`src/rtl/pwm_db_pkg.sv`:
```
package pwm_db_pkg;
  localparam int TMR_W   = 8;
  localparam int FRAC_W  = 2;
  localparam int PS_W    = 2;
  localparam int DATA_W  = 8;
  localparam int ADDR_W  = 4;
  localparam int NUM_TMR = 3;
  localparam int DUTY_W  = TMR_W + FRAC_W;
  // sub-count spans 4 * (largest prescale) clocks
  localparam int SUB_W   = FRAC_W + 2 * ((1 << PS_W) - 1);

  localparam logic [ADDR_W-1:0] A_PER0 = 4'd0;
  localparam logic [ADDR_W-1:0] A_CTL0 = 4'd3;
  localparam logic [ADDR_W-1:0] A_DHI  = 4'd6;
  localparam logic [ADDR_W-1:0] A_DLO  = 4'd7;
  localparam logic [ADDR_W-1:0] A_SEL  = 4'd8;
  localparam logic [ADDR_W-1:0] A_FCLR = 4'd9;
  localparam logic [ADDR_W-1:0] A_OE   = 4'd10;

  // last sub-count value of one timer tick: 4 * 4^ps - 1
  function automatic logic [SUB_W-1:0] sub_last(input logic [PS_W-1:0] ps);
    int unsigned n;
    n = 32'd4 << (2 * int'(ps));
    return SUB_W'(n - 1);
  endfunction

  // two low time-base bits: top two bits of the sub-count for this ratio
  function automatic logic [FRAC_W-1:0] frac_of(input logic [SUB_W-1:0] sub,
                                                input logic [PS_W-1:0] ps);
    logic [SUB_W-1:0] s;
    s = sub >> (2 * int'(ps));
    return s[FRAC_W-1:0];
  endfunction

  // waveform level for a given time base and active duty
  function automatic logic pwm_level(input logic [DUTY_W-1:0] base,
                                     input logic [DUTY_W-1:0] duty);
    return base < duty;
  endfunction
endpackage

```
`src/rtl/pwm_db_timer.sv`:
```
module pwm_db_timer
  import pwm_db_pkg::*;
#(
  parameter int TW = TMR_W,
  parameter int SW = SUB_W,
  parameter int PW = PS_W,
  parameter int DW = DATA_W
) (
  input  logic          clk,
  input  logic          rst_n,
  input  logic          we_period,
  input  logic          we_ctrl,
  input  logic [DW-1:0] wr_data,
  output logic [TW-1:0] tmr,
  output logic [FRAC_W-1:0] frac,
  output logic          match_evt
);
  logic [TW-1:0] pr_q, tmr_q;
  logic [SW-1:0] sub_q;
  logic [PW-1:0] ps_q;
  logic          en_q;
  logic          sub_wrap, at_top;

  assign sub_wrap  = sub_q >= sub_last(ps_q);
  assign at_top    = tmr_q >= pr_q;
  assign match_evt = en_q && sub_wrap && at_top;
  assign tmr       = tmr_q;
  assign frac      = frac_of(sub_q, ps_q);

  always_ff @(posedge clk) begin
    if (!rst_n) begin
      pr_q  <= '0;
      tmr_q <= '0;
      sub_q <= '0;
      ps_q  <= '0;
      en_q  <= 1'b0;
    end else begin
      if (we_period) pr_q <= wr_data[TW-1:0];
      if (we_ctrl) begin
        en_q <= wr_data[0];
        ps_q <= wr_data[PW:1];
      end
      if (en_q) begin
        if (sub_wrap) begin
          sub_q <= '0;
          tmr_q <= at_top ? '0 : tmr_q + 1'b1;
        end else begin
          sub_q <= sub_q + 1'b1;
        end
      end
    end
  end

  assert_period_wrap_R2: assert property (@(posedge clk) disable iff (!rst_n)
    match_evt |=> (tmr_q == '0) && (sub_q == '0));
  assert_tick_step_R2: assert property (@(posedge clk) disable iff (!rst_n)
    (en_q && sub_wrap && !at_top) |=> tmr_q == $past(tmr_q) + 1'b1);
  assert_hold_when_off_R11: assert property (@(posedge clk) disable iff (!rst_n)
    !en_q |=> $stable(tmr_q) && $stable(sub_q));
endmodule

```
`src/rtl/pwm_db_duty.sv`:
```
module pwm_db_duty
  import pwm_db_pkg::*;
#(
  parameter int DW  = DATA_W,
  parameter int DTW = DUTY_W
) (
  input  logic           clk,
  input  logic           rst_n,
  input  logic           we_hi,
  input  logic           we_lo,
  input  logic [DW-1:0]  wr_data,
  input  logic           latch,
  output logic [DTW-1:0] duty_active
);
  localparam int HI_W = DTW - FRAC_W;
  logic [HI_W-1:0]   sh_hi;
  logic [FRAC_W-1:0] sh_lo;
  logic [DTW-1:0]    act_q;

  always_ff @(posedge clk) begin
    if (!rst_n) begin
      sh_hi <= '0;
      sh_lo <= '0;
      act_q <= '0;
    end else begin
      if (we_hi) sh_hi <= wr_data[HI_W-1:0];
      if (we_lo) sh_lo <= wr_data[FRAC_W-1:0];
      if (latch) act_q <= {sh_hi, sh_lo};
    end
  end

  assign duty_active = act_q;

  assert_latch_only_on_match_R6: assert property (@(posedge clk) disable iff (!rst_n)
    !latch |=> $stable(act_q));
  assert_latch_old_shadow_R7: assert property (@(posedge clk) disable iff (!rst_n)
    latch |=> act_q == {$past(sh_hi), $past(sh_lo)});
endmodule

```
`src/rtl/pwm_db_out.sv`:
```
module pwm_db_out
  import pwm_db_pkg::*;
#(
  parameter int DTW = DUTY_W
) (
  input  logic           clk,
  input  logic           rst_n,
  input  logic           we_oe,
  input  logic           oe_bit,
  input  logic [DTW-1:0] base,
  input  logic [DTW-1:0] duty,
  output logic           pwm_out,
  output logic           pwm_oe
);
  logic wave_q, oe_q;

  always_ff @(posedge clk) begin
    if (!rst_n) begin
      wave_q <= 1'b0;
      oe_q   <= 1'b0;
    end else begin
      wave_q <= pwm_level(base, duty);
      if (we_oe) oe_q <= oe_bit;
    end
  end

  assign pwm_out = wave_q & oe_q;
  assign pwm_oe  = oe_q;

  assert_zero_duty_low_R4: assert property (@(posedge clk) disable iff (!rst_n)
    (duty == '0) |=> !wave_q);
endmodule

```
`src/rtl/pwm_db_gen.sv`:
```
module pwm_db_gen
  import pwm_db_pkg::*;
#(
  parameter int NT = NUM_TMR,
  parameter int AW = ADDR_W,
  parameter int DW = DATA_W
) (
  input  logic          clk,
  input  logic          rst_n,
  input  logic          wr_en,
  input  logic [AW-1:0] wr_addr,
  input  logic [DW-1:0] wr_data,
  output logic          pwm_out,
  output logic          pwm_oe,
  output logic          match_flag,
  output logic [DUTY_W-1:0] duty_active
);
  localparam int SEL_W = $clog2(NT + 1);

  logic [TMR_W-1:0]  tmr_a  [NT];
  logic [FRAC_W-1:0] frac_a [NT];
  logic [NT-1:0]     match_a;
  logic [SEL_W-1:0]  sel_q;
  logic [SEL_W-1:0]  sel_idx;
  logic              sel_match, clr_wr, flag_q;
  logic [DUTY_W-1:0] base;

  for (genvar k = 0; k < NT; k++) begin : g_tmr
    pwm_db_timer u_tmr (
      .clk       (clk),
      .rst_n     (rst_n),
      .we_period (wr_en && (wr_addr == A_PER0 + AW'(k))),
      .we_ctrl   (wr_en && (wr_addr == A_CTL0 + AW'(k))),
      .wr_data   (wr_data),
      .tmr       (tmr_a[k]),
      .frac      (frac_a[k]),
      .match_evt (match_a[k])
    );
  end

  // out-of-range select codes fall back to timer 0
  assign sel_idx   = (int'(sel_q) < NT) ? sel_q : '0;
  assign sel_match = match_a[sel_idx];
  assign base      = {tmr_a[sel_idx], frac_a[sel_idx]};
  assign clr_wr    = wr_en && (wr_addr == A_FCLR);

  always_ff @(posedge clk) begin
    if (!rst_n) begin
      sel_q  <= '0;
      flag_q <= 1'b0;
    end else begin
      if (wr_en && (wr_addr == A_SEL)) sel_q <= wr_data[SEL_W-1:0];
      if (sel_match)   flag_q <= 1'b1;
      else if (clr_wr) flag_q <= 1'b0;
    end
  end

  assign match_flag = flag_q;

  pwm_db_duty u_duty (
    .clk         (clk),
    .rst_n       (rst_n),
    .we_hi       (wr_en && (wr_addr == A_DHI)),
    .we_lo       (wr_en && (wr_addr == A_DLO)),
    .wr_data     (wr_data),
    .latch       (sel_match),
    .duty_active (duty_active)
  );

  pwm_db_out u_out (
    .clk     (clk),
    .rst_n   (rst_n),
    .we_oe   (wr_en && (wr_addr == A_OE)),
    .oe_bit  (wr_data[0]),
    .base    (base),
    .duty    (duty_active),
    .pwm_out (pwm_out),
    .pwm_oe  (pwm_oe)
  );

  assert_flag_set_R8: assert property (@(posedge clk) disable iff (!rst_n)
    sel_match |=> match_flag);
  assert_flag_clear_R8: assert property (@(posedge clk) disable iff (!rst_n)
    (clr_wr && !sel_match) |=> !match_flag);
  assert_select_range_R10: assert property (@(posedge clk) disable iff (!rst_n)
    int'(sel_idx) < NT);
endmodule

```
`config.mk`:
```
export PLATFORM = sky130hd
export DESIGN_NAME = pwm_db_gen
export DESIGN_NICKNAME = d
export VERILOG_FILES = /design/src/rtl/pwm_db_pkg.sv /design/src/rtl/pwm_db_timer.sv /design/src/rtl/pwm_db_duty.sv /design/src/rtl/pwm_db_out.sv /design/src/rtl/pwm_db_gen.sv
export SDC_FILE = /design/constraint.sdc
export NUM_CORES = 1
export LEC_CHECK = 0
export CORE_MARGIN = 1
export CORE_UTILIZATION = 45
export CTS_BUF_LIST = sky130_fd_sc_hd__clkbuf_16
export CTS_CLUSTER_DIAMETER = 150
export DETAILED_ROUTE_END_ITERATION = 6
export PLACE_DENSITY_LB_ADDON = 0.25
export SYNTH_ARGS = -nofsm -noshare
export SYNTH_HDL_FRONTEND = slang
export SYNTH_SLANG_ARGS = --single-unit
```
`constraint.sdc`:
```
create_clock -name clk -period 7.36 [get_ports clk]
set_input_delay 0.736 -clock clk [delete_from_list [all_inputs] [get_ports clk]]
set_output_delay 0.736 -clock clk [all_outputs]
set_load 0.005 [all_outputs]
```
==> run summary <==
CLOCK TREE
-------------------------------------------------------------------------------------
Cell at the root of the clock tree ..................................... sky130_fd_sc_hd__clkbuf_16
Buffer count from post-CTS setup fixing ................................            0
Clock-pin slew of the registers on the worst-case setup and hold paths .      0.07 ns
Worst-skew pair later-pin latency ......................................      0.36 ns
Deepest level of the CTS H-tree ........................................            3
Clock sink count .......................................................          106
Hold buffers post-CTS ..................................................            0
Number of resized instances in the post-cts repair step ................            0
Clock tree from TritonCTS ..............................................        built
TritonCTS Buffers ......................................................            9
Maximum root-to-sink buffer count ......................................            2

GRT
-------------------------------------------------------------------------------------
Wire length of the first global-routing pass ...........................     21100 um
Initial antenna violation count ........................................            0
Tot GR Track Use .......................................................        0.191
Largest net degree at the start of global routing ......................           80
Total congestion overflow ..............................................            0
Number of global-route vias before repair ..............................         4167

SETUP PATH
-------------------------------------------------------------------------------------
Worst setup EP type ....................................................     register
Slowest Stage Delay on Critical Path ...................................      0.50 ns
R2R Path Start ......................................................... g_tmr[2].u_tmr.ps_q[1]$_SDFFE_PN0P_
Critical path fanouts, max .............................................           11
Most frequent cell on the critical path ................................ sky130_fd_sc_hd__ha_1
Critical path start-end classification .................................      reg2reg
Crit start category ....................................................     register
Highest-delay cell along the critical path ............................. sky130_fd_sc_hd__nor2_1
Data arrival time of the worst path ....................................      3.13 ns
Data required, critical path ...........................................      7.65 ns
Crit-path cells ........................................................ or2_2, ha_1, ha_1, inv_1, a211oi_2, nor2_1, or3_1, o211a_2, mux2i_1
Startpoint of the most critical setup path ............................. g_tmr[2].u_tmr.ps_q[1]$_SDFFE_PN0P_

DRT
-------------------------------------------------------------------------------------
Post-DRT Antenna Nets ..................................................            0
Number of iterations in the first detailed-routing pass ................            4
Routed via count .......................................................         4527
Total Wirelength .......................................................     12500 um
Via density per instance ...............................................         5.29
DR WL/cell .............................................................      14.6 um
Remaining DRCs .........................................................            0
Count of routing violations after the opening detailed-route iteration .          222

FLOORPLAN
-------------------------------------------------------------------------------------
Width of the die .......................................................       118 um
Die Y ..................................................................       118 um
# rows .................................................................           41
Die ar. ................................................................  13900 sq um
Num ports ..............................................................           28
Starting density of the core ...........................................        0.470
Placeable core region ..................................................  12800 sq um

SYNTH
-------------------------------------------------------------------------------------
Number of nets in the synthesized netlist ..............................          740
Dominant register cell in the synthesized netlist ...................... sky130_fd_sc_hd__dfxtp_1
Sequential share of the synthesized area ...............................        0.352
Fraction of registers with async set/reset .............................            0
Unique cell type count in the Yosys netlist ............................           49
EDFF count, synth ......................................................            0
Number of cells produced by synthesis ..................................          665
Number of warnings reported in the yosys synthesis log .................            0
Netlist area before placement ..........................................   6030 sq um
Synthesis-stage register bit count .....................................          106
Synthesized area per cell ..............................................   9.07 sq um

TIMING
-------------------------------------------------------------------------------------
Setup ws final .........................................................      4.51 ns
Final worst path period share ..........................................        0.387
Period minus WS final ..................................................      2.85 ns
Unrepaired setup endpoints after global routing ........................        false
Worst-case hold slack ..................................................     0.466 ns
Setup TNS ..............................................................         0 ns
Final max-slew violation count .........................................            0
Slew Limit Headroom ....................................................        0.520
Final Hold Viols .......................................................            0
Number of setup violations in the final report .........................            0
Actual slew at the worst max-slew pin ..................................     0.719 ns
Highest clock frequency the design can meet ............................      351 MHz
Clock skew after layout ................................................    0.0139 ns

PLACE
-------------------------------------------------------------------------------------
Post-Place Cells .......................................................          840
Routability congestion estimate from global placement ..................        0.829
Number of buffer cells added on primary ports ..........................           27
Post-detailed-placement half-perimeter wirelength ......................      9490 um
Pre-CTS WS .............................................................      4.50 ns

PWR
-------------------------------------------------------------------------------------
Leakage power summed over all cells ....................................      2.69 nW
Maximum resistive drop on vdd ..........................................     0.122 mV
Power per cell area ....................................................  163 nW/um^2

FINAL LAYOUT
-------------------------------------------------------------------------------------
Commonest non-fill, non-tap cells in the layout ........................ sky130_fd_sc_hd__dfxtp_1 (106), sky130_fd_sc_hd__mux2i_1 (64), sky130_fd_sc_hd__ha_1 (60)
Final cell count without fillers .......................................          856
Share of layout cells above drive strength 1 ...........................       0.0497
Number of nets at the end of the flow ..................................          754
Leading cell type in the layout, fill and taps excluded ................ sky130_fd_sc_hd__dfxtp_1
Syn-to-layout area delta ...............................................        11.0%
Diode insertion count for antenna repair ...............................            0

HOLD PATH
-------------------------------------------------------------------------------------
Hold Crit Start ........................................................ u_duty.sh_lo[0]$_SDFFE_PN0P_
Class of the most critical hold timing path ............................      reg2reg

JOB
-------------------------------------------------------------------------------------
# Max-Cap Violations ...................................................            0

RUN STATUS
-------------------------------------------------------------------------------------
Outcome ................................................................ complete, no violations

## area by class of cell
| cell class | count | area (sq um) |
|---|---|---|
| clock buffer | 9 | 225 |
| clock inverter | 7 | 52.6 |
| fill | 1195 | 6130 |
| inverter | 42 | 158 |
| multi-input combinational | 491 | 3640 |
| sequential | 106 | 2120 |
| tap | 172 | 215 |
| timing repair buffer | 29 | 280 |
## cells by family (layout without fill, tap and decap cells)
family                   after synthesis  after routing  synth area share
buffers and inverters                 68             87            0.0448
AND/OR/NAND/NOR                      242            242             0.205
flip-flops                           106            106             0.352
XOR/XNOR                              39             39            0.0566
multiplexers                          70             70             0.129
adder cells (fa/ha/maj)               60             60             0.124
AO/OA/AOI/OAI                         80             80            0.0890
## cell usage after synthesis, types with 6 or more instances
cell type | number | area, sq um
sky130_fd_sc_hd__mux2i_1 | 64 | 641
sky130_fd_sc_hd__nor2_1 | 56 | 210
sky130_fd_sc_hd__nand3_1 | 11 | 55.1
sky130_fd_sc_hd__nand4_1 | 22 | 138
sky130_fd_sc_hd__nand2_1 | 55 | 206
sky130_fd_sc_hd__nor2b_1 | 54 | 338
sky130_fd_sc_hd__xor2_1 | 27 | 236
sky130_fd_sc_hd__mux4_2 | 6 | 135
sky130_fd_sc_hd__inv_1 | 42 | 158
sky130_fd_sc_hd__xnor2_1 | 12 | 105
sky130_fd_sc_hd__ha_1 | 60 | 751
sky130_fd_sc_hd__nand2b_1 | 13 | 81.3
sky130_fd_sc_hd__clkbuf_1 | 21 | 78.8
sky130_fd_sc_hd__a211oi_1 | 11 | 82.6
sky130_fd_sc_hd__dfxtp_1 | 106 | 2120
sky130_fd_sc_hd__a21oi_1 | 22 | 110
sky130_fd_sc_hd__o21ai_0 | 11 | 55.1
sky130_fd_sc_hd__and3_1 | 8 | 50.1
## stage by stage
stage	area, sq um	utilization	total power, mW
floorplan	6030	-	0.628
global placement	6410	0.500	0.647
detailed placement	6410	0.500	0.648
CTS	6690	0.522	1.10
global route	6690	0.522	1.14
finish	6690	0.522	1.09
## state kept, by name (all words and copies together) (netlist names)
signal              count
g_tmr.u_tmr.pr_q       24
g_tmr.u_tmr.sub_q      24
g_tmr.u_tmr.tmr        24
u_duty.duty_active     10
u_duty.sh_hi            8
g_tmr.u_tmr.ps_q        6
g_tmr.u_tmr.en_q        3
sel_q                   2
u_duty.sh_lo            2
match_flag              1
u_out.pwm_oe            1
u_out.wave_q            1
## layer usage
layer	GRT usage	routed length (um)	part of all wire	vias up
met5	0	0	0	-
met3	0.0523	465	0.037	16
met1	0.252	6060	0.48	2117
met2	0.307	5800	0.46	59
li1	-	-	-	2335
met4	0.0497	211	0.017	0
## report_power, final
| part | total [mW] | switching [mW] | internal, mW |
|---|---|---|---|
| clock | 0.456 | 0.224 | 0.232 |
| combinational | 0.0541 | 0.0303 | 0.0238 |
| sequential | 0.580 | 0.00334 | 0.577 |
| total | 1.09 | 0.258 | 0.833 |
## path summary, 6_finish.rpt
| check | cells past startpoint | slack (ns) | endpoint |
|---|---|---|---|
| worst min register to register | 2 | 0.47 | u_duty.duty_active[0]$_SDFFE_PN0P_ |
| worst min-delay path | 2 | 0.47 | u_duty.duty_active[0]$_SDFFE_PN0P_ |
| worst max-delay path | 9 | 4.51 | u_duty.duty_active[2]$_SDFFE_PN0P_ |
| worst max register to register | 9 | 4.51 | u_duty.duty_active[2]$_SDFFE_PN0P_ |
## worst max-delay path: cells and delay by family (launching register included)
family	cells	cell delay, ns
AND/OR/NAND/NOR	3	1.02
flip-flops	1	0.36
multiplexers	1	0.23
AO/OA/AOI/OAI	2	0.51
buffers and inverters	1	0.07
adder cells (fa/ha/maj)	2	0.57
Note: power is estimated with default switching activity, not from simulation.
